==> config.mk <==
export PLATFORM = sky130hd
export DESIGN_NAME = irq_dest_resolver
export DESIGN_NICKNAME = d
export VERILOG_FILES = /design/src/rtl/irq_dest_pkg.sv /design/src/rtl/irq_dest_match.sv /design/src/rtl/irq_dest_rr_pick.sv /design/src/rtl/irq_dest_resolver.sv
export SDC_FILE = /design/constraint.sdc
export NUM_CORES = 1
export LEC_CHECK = 0
export ABC_AREA = 1
export BUFFER_PORTS_ARGS = -buffer_cell sky130_fd_sc_hd__buf_2
export CAP_MARGIN = 20
export CORE_AREA = 5 5 270 272
export DETAILED_ROUTE_END_ITERATION = 12
export DIE_AREA = 0 0 275 277
export PLACE_DENSITY = 0.46
export SYNTH_ARGS = -nofsm -noshare
export SYNTH_HDL_FRONTEND = slang
export SYNTH_SLANG_ARGS = --single-unit
==> constraint.sdc <==
create_clock -name clk -period 8.26 [get_ports clk]
set_input_delay 1.652 -clock clk [delete_from_list [all_inputs] [get_ports clk]]
set_output_delay 1.652 -clock clk [all_outputs]
set_load 0.02 [all_outputs]
==> src/rtl/irq_dest_pkg.sv <==
package irq_dest_pkg;

  typedef enum logic [2:0] {
    DM_FIXED    = 3'd0,
    DM_LOWEST   = 3'd1,
    DM_SYSMGMT  = 3'd2,
    DM_RSVD     = 3'd3,
    DM_NONMASK  = 3'd4,
    DM_INIT     = 3'd5,
    DM_START    = 3'd6,
    DM_EXTERNAL = 3'd7
  } dmode_e;

  localparam logic [3:0] FMT_FLAT    = 4'hF;
  localparam logic [3:0] FMT_CLUSTER = 4'h0;

  function automatic logic mode_supported(input dmode_e m);
    return (m == DM_FIXED) || (m == DM_LOWEST) || (m == DM_EXTERNAL);
  endfunction

endpackage

==> src/rtl/irq_dest_match.sv <==
module irq_dest_match
  import irq_dest_pkg::*;
#(
  parameter int DEST_W = 8
) (
  input  logic              attached,
  input  logic              logical,
  input  logic [DEST_W-1:0] dest,
  input  logic [DEST_W-1:0] phys_id,
  input  logic [DEST_W-1:0] ldr_byte,
  input  logic [3:0]        fmt,
  output logic              hit,
  output logic              fmt_bad
);

  localparam int HALF = DEST_W / 2;

  logic dest_nz;
  logic flat_hit;
  logic clu_hit;
  logic log_hit;

  always_comb begin
    dest_nz  = |dest;
    flat_hit = |(dest & ldr_byte);
    clu_hit  = (ldr_byte[DEST_W-1:HALF] == dest[DEST_W-1:HALF]) &&
               (|(ldr_byte[HALF-1:0] & dest[HALF-1:0]));
    unique case (fmt)
      FMT_FLAT:    log_hit = flat_hit;
      FMT_CLUSTER: log_hit = clu_hit;
      default:     log_hit = 1'b0;
    endcase
    if (logical) begin
      hit     = attached && dest_nz && log_hit;
      fmt_bad = attached && dest_nz && (fmt != FMT_FLAT) && (fmt != FMT_CLUSTER);
    end else begin
      hit     = attached && (phys_id == dest);
      fmt_bad = 1'b0;
    end
  end


  always_comb begin
    bad_fmt_nohit_chk: assert (!(fmt_bad && hit));
  end

endmodule

==> src/rtl/irq_dest_rr_pick.sv <==
module irq_dest_rr_pick #(
  parameter int N_TGT = 32
) (
  input  logic             clk,
  input  logic             rst_n,
  input  logic             adv_en,
  input  logic [N_TGT-1:0] mask,
  output logic [N_TGT-1:0] pick
);

  localparam int IDX_W = (N_TGT > 1) ? $clog2(N_TGT) : 1;

  logic [IDX_W-1:0] ptr_q;
  logic [IDX_W-1:0] ptr_d;
  logic [IDX_W-1:0] pick_idx;
  logic             found;
  logic             ptr_en;

  always_comb begin
    int unsigned idx;
    found    = 1'b0;
    pick_idx = '0;
    for (int k = 0; k < N_TGT; k++) begin
      idx = int'(ptr_q) + k;
      if (idx >= N_TGT) idx = idx - N_TGT;
      if (!found && mask[idx[IDX_W-1:0]]) begin
        found    = 1'b1;
        pick_idx = idx[IDX_W-1:0];
      end
    end
    pick = found ? (N_TGT'(1) << pick_idx) : '0;
  end

  always_comb begin
    ptr_en = adv_en && found;
    if (pick_idx == IDX_W'(N_TGT - 1)) ptr_d = '0;
    else                               ptr_d = pick_idx + 1'b1;
  end

  always_ff @(posedge clk or negedge rst_n) begin
    if (!rst_n)      ptr_q <= '0;
    else if (ptr_en) ptr_q <= ptr_d;
  end


  ptr_hold_chk: assert property (@(posedge clk) disable iff (!rst_n)
    (adv_en && (mask == '0)) |=> $stable(ptr_q));


  pick_in_mask_chk: assert property (@(posedge clk) disable iff (!rst_n)
    ((pick & ~mask) == '0) && $onehot0(pick));

endmodule

==> src/rtl/irq_dest_resolver.sv <==
module irq_dest_resolver
  import irq_dest_pkg::*;
#(
  parameter int N_TGT  = 32,
  parameter int DEST_W = 8,
  localparam int CNT_W = $clog2(N_TGT + 1)
) (
  input  logic                    clk,
  input  logic                    rst_n,
  input  logic                    req_valid,
  input  logic [DEST_W-1:0]       req_dest,
  input  logic                    req_logical,
  input  logic [2:0]              req_dmode,
  input  logic [CNT_W-1:0]        tgt_count,
  input  logic [N_TGT*DEST_W-1:0] tgt_phys_id,
  input  logic [N_TGT*DEST_W-1:0] tgt_logical,
  input  logic [N_TGT*4-1:0]      tgt_format,
  output logic                    out_valid,
  output logic [N_TGT-1:0]        out_targets,
  output logic                    out_fmt_err,
  output logic                    out_unsup
);

  dmode_e           mode;
  logic [N_TGT-1:0] attached;
  logic [N_TGT-1:0] hit_vec;
  logic [N_TGT-1:0] bad_vec;
  logic [N_TGT-1:0] mask;
  logic [N_TGT-1:0] rr_pick;
  logic             supported;
  logic             rr_adv;

  logic [N_TGT-1:0] tgt_d;
  logic             valid_d;
  logic             err_d;
  logic             unsup_d;
  logic             out_en;

  assign mode = dmode_e'(req_dmode);

  for (genvar i = 0; i < N_TGT; i++) begin : g_tgt
    assign attached[i] = (tgt_count > CNT_W'(i));
    irq_dest_match #(.DEST_W(DEST_W)) u_match (
      .attached (attached[i]),
      .logical  (req_logical),
      .dest     (req_dest),
      .phys_id  (tgt_phys_id[i*DEST_W +: DEST_W]),
      .ldr_byte (tgt_logical[i*DEST_W +: DEST_W]),
      .fmt      (tgt_format[i*4 +: 4]),
      .hit      (hit_vec[i]),
      .fmt_bad  (bad_vec[i])
    );
  end

  // physical mode keeps only the lowest-numbered hit
  always_comb begin
    if (req_logical) mask = hit_vec;
    else             mask = hit_vec & (~hit_vec + N_TGT'(1));
    supported = mode_supported(mode);
    rr_adv    = req_valid && (mode == DM_LOWEST);
  end

  irq_dest_rr_pick #(.N_TGT(N_TGT)) u_rr (
    .clk    (clk),
    .rst_n  (rst_n),
    .adv_en (rr_adv),
    .mask   (mask),
    .pick   (rr_pick)
  );

  always_comb begin
    if (!req_valid || !supported) tgt_d = '0;
    else if (mode == DM_LOWEST)   tgt_d = rr_pick;
    else                          tgt_d = mask;
    valid_d = |tgt_d;
    err_d   = req_valid && (|bad_vec);
    unsup_d = req_valid && !supported;
    out_en  = req_valid || out_valid || out_fmt_err || out_unsup;
  end

  always_ff @(posedge clk or negedge rst_n) begin
    if (!rst_n) begin
      out_targets <= '0;
      out_valid   <= 1'b0;
      out_fmt_err <= 1'b0;
      out_unsup   <= 1'b0;
    end else if (out_en) begin
      out_targets <= tgt_d;
      out_valid   <= valid_d;
      out_fmt_err <= err_d;
      out_unsup   <= unsup_d;
    end
  end


  phys_single_chk: assert property (@(posedge clk) disable iff (!rst_n)
    (req_valid && !req_logical) |=> $onehot0(out_targets));


  zero_dest_chk: assert property (@(posedge clk) disable iff (!rst_n)
    (req_valid && req_logical && (req_dest == '0)) |=> (out_targets == '0) && !out_valid);


  lowest_one_chk: assert property (@(posedge clk) disable iff (!rst_n)
    (req_valid && (req_dmode == 3'd1)) |=> $onehot0(out_targets));


  unsup_chk: assert property (@(posedge clk) disable iff (!rst_n)
    (req_valid && !mode_supported(mode)) |=> out_unsup && !out_valid && (out_targets == '0));


  attach_limit_chk: assert property (@(posedge clk) disable iff (!rst_n)
    req_valid |=> ((out_targets & ~$past(attached)) == '0));


  idle_clear_chk: assert property (@(posedge clk) disable iff (!rst_n)
    !req_valid |=> !out_valid && (out_targets == '0) && !out_fmt_err && !out_unsup);

endmodule

======== Word level (Yosys, flattened, before mapping) ========
Cells that the tools add are included.
operators by class
  add/sub/neg operators ................... 65
  multipliers ............................. 0
  divide/modulo/power cells ............... 0
  $lt $le $gt $ge ......................... 96
  eq/ne operators ......................... 131
  shifts and indexed selects .............. 1
  mux-type cells .......................... 261
  bitwise operators ....................... 66
  reduce and logical (&&, ||, !) cells .... 398
operator list
  cell                                                                             count
  5-bit 2-to-1 mux                                                                 65
  8-bit OR reduction                                                               33
  8-bit AND                                                                        32
  8-bit == test                                                                    32
  1-bit logical AND                                                                227
  5-bit by 6-bit < comparator with 1-bit output, second input constant             32
  6-bit greater-or-equal comparator, second input constant                         31
  1-bit binary-select mux with 5-bit select                                        32
  5-bit by 1-bit subtractor with 5-bit output, second input constant               32
  4-bit AND                                                                        32
  4-bit == test                                                                    32
  4-bit == test, second input constant                                             32
  4-bit zero test                                                                  32
  1-bit 2-to-1 mux                                                                 128
  32-bit 2-to-1 mux                                                                4
  4-bit inequality test, second input constant                                     32
  4-bit nonzero test                                                               32
  4-bit OR reduction                                                               32
  5-bit by 5-bit adder with 6-bit output, second input constant                    16
  6-bit by 5-bit greater-than comparator with 1-bit output, second input constant  16
  1-bit case mux with 2 select lines                                               32
  32-bit OR reduction                                                              2
  5-bit by 4-bit adder with 6-bit output, second input constant                    8
  6-bit by 4-bit greater-than comparator with 1-bit output, second input constant  8
  18 further kinds                                                                 64
storage, ports and cells
  bits in registers ....................... 40
  latch bits .............................. 0
  memory bits (writable) .................. 0
  ROM bits ................................ 0
  input bits .............................. 661
  output and inout bits ................... 35
  logic and storage cells ................. 1023
  memories kept ........................... 0

======== Depth between registers and ports, before layout ========
  word-level depth ........................ 111
  depth in mapped cells ................... 62
  gate-level depth less buffers ........... 61

======== Hierarchy ========
A second synthesis with hierarchy kept.
second synthesis, totals
  cells, all modules ...................... 3970
  area, all modules ....................... 19444.9 um^2
modules (own cells, without submodules)
  module             times used  cells each  area an instance (um^2)
  irq_dest_match     32          77          360.3
  irq_dest_rr_pick   1           959         4906.0
  irq_dest_resolver  1           547         3007.9

======== Worst setup path after synthesis ========
No wires, ideal clock.
  path kind ............................... in2reg
  from .................................... input req_dest[4]
  to ...................................... register out_valid
  setup time .............................. 0.119 ns
  arrival time ............................ 6.879 ns
  setup slack ............................. 1.263 ns
  cell stages on the path ................. 51
  buffers on the path ..................... 3
  cell sequence ........................... buf_4 -> buf_4 -> buf_4 -> xor2_1 -> nor2_1 -> nand3_1 -> nand2_1 -> nor2_1 -> nand2_1 -> nor2_1 -> nand3_1 -> nand2_1 -> nand3_1 -> nand3_1 -> nand2_1 -> nand2_1 -> nand3_1 -> nand3_2 -> (+15 left out) -> nand4_2 -> nor2_4 -> inv_2 -> o21ai_0 -> nor2_1 -> nor2_1 -> inv_1 -> ha_1 -> nand3_1 -> inv_1 -> nand3_1 -> nand2_1 -> nand2_1 -> nand2_1 -> nor2_1 -> nand2_1 -> nor2_1 -> nand2_1
on the way
  cells in the longest elaborated chain, start to end .. 110
ends and longest elaborated chain
  element                                                         RTL line                                    RTL
  from (decl)                                                     irq_dest_resolver.sv:11                     input logic [DEST_W-1:0] req_dest,
  8-bit AND / 4-bit == test (equally long branches)               irq_dest_match.sv:25, irq_dest_match.sv:26
  8-bit OR reduction / 1-bit logical AND (equally long branches)  irq_dest_match.sv:25, irq_dest_match.sv:26
  1-bit case mux with 2 select lines                              irq_dest_match.sv:28                        unique case (fmt)
  1-bit logical AND                                               irq_dest_match.sv:34                        hit = attached && dest_nz && log_hit;
  1-bit 2-to-1 mux                                                irq_dest_match.sv:33                        if (logical) begin
  32-bit inverter                                                 irq_dest_resolver.sv:58                     else mask = hit_vec & (~hit_vec + N_TGT'(1));
  32-bit by 1-bit adder with 32-bit output                        irq_dest_resolver.sv:58
  32-bit AND                                                      irq_dest_resolver.sv:58
  (+94 left out)                                                  --
  1-bit zero test                                                 irq_dest_rr_pick.sv:26                      if (!found && mask[idx[IDX_W-1:0]]) begin
  1-bit logical AND                                               irq_dest_rr_pick.sv:26
  5-bit 2-to-1 mux                                                irq_dest_rr_pick.sv:26
  1-bit by 5-bit left shift with 32-bit output                    irq_dest_rr_pick.sv:31                      pick = found ? (N_TGT'(1) << pick_idx) : '0;
  32-bit 2-to-1 mux                                               irq_dest_rr_pick.sv:31
  32-bit 2-to-1 mux *                                             irq_dest_resolver.sv:73                     else if (mode == DM_LOWEST) tgt_d = rr_pick;
  32-bit 2-to-1 mux *                                             irq_dest_resolver.sv:72                     if (!req_valid || !supported) tgt_d = '0;
  32-bit OR reduction *                                           irq_dest_resolver.sv:75                     valid_d = |tgt_d;
  to (signal assigned)                                            irq_dest_resolver.sv:89                     out_valid <= valid_d;
  to (decl)                                                       irq_dest_resolver.sv:18                     output logic out_valid,
Mark *: on every way between the ends. The rest lies on a longest branch, timed or not. The select of a mux whose other input is x is not followed.
A chain may end at the register's enable or synchronous reset.

======== Final worst setup path ========
  from .................................... input req_dest[7]
  to ...................................... register out_valid
The elaborated chain is that of the path after synthesis.

==> metrics.csv <==
stage;metric;value;unit
clocking;number of H-tree levels;2;
synthesis;Synth area leaders;nand2_1 (31%), nor2_1 (12%), ha_1 (10%);
route;Post-DRT Antenna Nets;0;
timing;worst hold slack;0.4813;ns
timing;Max Freq;126.6;MHz
synthesis;Cell Area, Synth;0.01836;mm²
clocking;deepest clock path buffer count;2;
clocking;TritonCTS clock tree;yes;
power;Net Sw Frac;0.6002;
global_routing;Overflow after GRT;0;
setup_path;kind of critical path;in -> reg;
power;Peak VDD IR;0.3727;mV
power;static leakage;16.75;nW
die;core footprint;0.07051;mm²
die;row cnt;98;
global_routing;antenna violations before repair;31;
power;Comb pwr share;0.946;
place;DP Area;0.02698;mm²
layout;Area Overhead vs Synth;54.73;%
die;io pins;696;
layout;layout cells sized above 1;0.3323;
power;Clk network pwr share;0.023;
setup_path;crit-path most repeated cell;nand2_1;
timing;worst slew pin tran;0.9681;ns
place;HPWL after DPL;106100;µm
timing;# setup viols final;0;
route;WL/cell;20.72;µm
setup_path;CP max-delay cell;nor2_1;
synthesis;Syn Area/Cell;4.959;µm²
setup_path;CP Launch Type;primary input;
place;GPL Wtd Cong;0.9810;
synthesis;Post-synth ARST share;1.000;
clocking;Root Buffer;clkbuf_16;
layout;final core occ;0.4029;
timing;period utilisation layout;0.9563;
power;total power;8.299;mW
timing;Final Max Tran Viols;0;
clocking;worst-skew pair later-pin latency;0.28;ns
place;PortBufs;695;
status;status;completed;
route;Pre-antenna DRT Iters;8;
synthesis;Post-Synthesis Cells;3703;
power;cell-internal power;3.318;mW
clocking;CTS sink cnt;40;
synthesis;Post-Syn Nets;4511;
layout;nets;5691;
die;Die H;277;µm
place;dpl cells;5796;
clocking;Worst-path clk slew;0.06;ns
global_routing;vias in the first global route;26420;
route;initial DRC count;2615;
setup_path;Crit. End Element;flop;
setup_path;CP delay by family, top;simple AND/OR/NAND/NOR gates;
run;max cap viols;0;
route;Vias/cell;4.812;
timing;Slew headroom;0.3379;
synthesis;Synth cell types;56;
timing;Fin. Hold Viols;0;
synthesis;EDFF count, synth;0;
power;Switch Pwr;4.981;mW
route;DRC violations left;0;
power;share of power burned in registers;0.031;
setup_path;Arrival @ worst endpoint;8.06;ns
die;width of the die;275;µm
die;Die ar.;0.07618;mm²
setup_path;Critical Path RT;8.42;ns
synthesis;#FFs+latches synth;40;
timing;Final Skew;0.007719;ns
setup_path;CP bufs+invs;8;
route;routed vias;28132;
synthesis;area leader, netlist;nand2_1;
timing;Min Clock Period, post-route;7.899;ns
setup_path;CP Max Fanout;14;
layout;fin area;0.02841;mm²
min_path;HP Class;reg -> reg;
clocking;CTS buffer count;5;
synthesis;sequential share of the synthesized area;0.05451;
die;Initial Utilization;0.2604;
route;Post-Route WL;121100;µm
power;PD cells;292.1;mW/mm²
synthesis;Synth top area share;0.3089;
layout;Finished Layout Cells;5846;
setup_path;CP peak stage delay;0.29;ns
global_routing;largest net degree at the start of global routing;41;
global_routing;global-route wire length before repair;171500;µm
synthesis;Most used DFF post-synth;dfrtp_1;
global_routing;Tot GR Track Use;0.2985;
synthesis;warnings from Yosys;0;
==> worst paths after layout <==
kind,end,startpoint,cells after the start,slack [ns]
max in group asynchronous,out_targets[5],rst_n,1,6.16
max,out_valid,req_dest[7],53,0.36
min in group asynchronous,out_targets[27],rst_n,1,1.51
min,out_targets[14],out_targets[14],2,0.48
min reg2reg,out_targets[14],out_targets[14],2,0.48
max reg2reg,out_valid,u_rr.ptr_q[1],41,1.71
==> final cells by class <==
class,count,area [µm²]
flip-flops and latches,40,1001
inverters,406,1529
well taps,950,1189
multi-input cells,3138,16020
repair buffers,1292,8493
clock buffers,5,125.1
clock inverters,3,18.77
diodes,12,30.03
fillers,8046,42100
==> tightest hold or removal path, cell delays in order, from the launching register on <==
cell and delay, ns:
dfrtp_1 0.34, nand2_1 0.06, nand2_1 0.05
==> cells in the mapped netlist (2+ instances only) <==
| master | n |
|---|---|
| nand2_1 | 1511 |
| buf_4 | 21 |
| a21boi_1 | 3 |
| a31oi_1 | 7 |
| nor2_8 | 2 |
| nand4_4 | 4 |
| o211ai_1 | 9 |
| nor2_1 | 599 |
| ha_1 | 147 |
| inv_1 | 359 |
| inv_2 | 39 |
| o21a_1 | 5 |
| a21oi_1 | 54 |
| a221oi_1 | 2 |
| or4_1 | 4 |
| nor3_1 | 64 |
| nand3_1 | 325 |
| o21ai_0 | 82 |
| o41ai_1 | 2 |
| o21ai_1 | 36 |
| and2_1 | 21 |
| xor2_1 | 42 |
| nand4_2 | 7 |
| nor4_1 | 14 |
| a2111oi_0 | 4 |
| nor2_4 | 8 |
| nand3b_1 | 18 |
| buf_1 | 8 |
| xnor2_1 | 55 |
| or2_2 | 18 |
| nand3_2 | 3 |
| nor2_2 | 6 |
| clkbuf_1 | 34 |
| dfrtp_1 | 40 |
| buf_6 | 21 |
| clkinv_1 | 8 |
| o21bai_1 | 2 |
| o22ai_1 | 6 |
| nand4_1 | 48 |
| buf_2 | 34 |
| and2_0 | 6 |
| nand2_2 | 11 |
==> repair_timing <==
| item | CTS | global route |
|---|---|---|
| setup buffers | 0 | 27 |
| hold buffers | 0 | 0 |
| endpoints found under the setup margin | 0 | 37 |
| gates resized for setup | 0 | 284 |
==> registers in the layout, indices dropped and copies added, names as in the netlist <==
| signal | count |
|---|---|
| out_unsup | 1 |
| out_fmt_err | 1 |
| out_targets | 32 |
| u_rr.ptr_q | 5 |
| out_valid | 1 |
==> cells in the final DEF (no fill, tap or decap), types with 7 or more instances in the layout <==
cell type  count
nor2_1       534
nand4_4        8
o21ai_1       38
nor2_2        57
ha_1         143
a21oi_2        7
o21ai_0       77
xor2_1        41
nand3b_1      18
nor2_4        22
nand3_1      268
buf_4        554
nand4_1       48
o211ai_1       9
or2_2         18
and2_1        21
inv_1        356
a21oi_1       48
buf_6         12
nand3_2       58
nor4_1        13
clkinv_1       8
inv_2         40
dfrtp_1       40
xnor2_1       53
nand2_1     1438
buf_2        687
nor3_1        63
nand2_2       78
diode_2       12
buf_12        31
==> per-stage QoR <==
stage,TNS [ns],worst slack [ns]
after detailed placement,-0.3155,-0.2258
final,0,0.3610
after global placement,-0.6228,-0.2734
after floorplan,0,1.263
after global routing,-0.07221,-0.07221
after CTS,0,0.06996
==> power groups by stage <==
stage          Combinational, mW  Clock, mW  Sequential (mW)
3_5_place_dp                7.22          0            0.256
2_1_floorplan               3.89          0            0.255
4_1_cts                     7.25      0.197            0.254
3_3_place_gp                7.27          0            0.257
6_report                    7.85      0.192            0.256
5_1_grt                     8.52      0.204            0.257
==> layer usage <==
metal,share of wire,global-route usage,vias to the layer above
met4,0.025,0.05315,6
met3,0.071,0.03388,150
met1,0.44,0.4049,12777
met5,0.00028,0,-
li1,-,-,14007
met2,0.46,0.5143,1192
==> cell families (layout without fill, tap and decap cells) <==
family,after synthesis,after routing,share of synthesized area
fa+ha+maj,147,147,0.1002
other cells,0,12,0
compound gates,221,221,0.06767
flops,40,40,0.05451
xor+xnor,97,97,0.04627
simple gates,2673,2673,0.6088
buf+inv,525,1706,0.1226
Note: power is estimated with default switching activity, not from simulation.
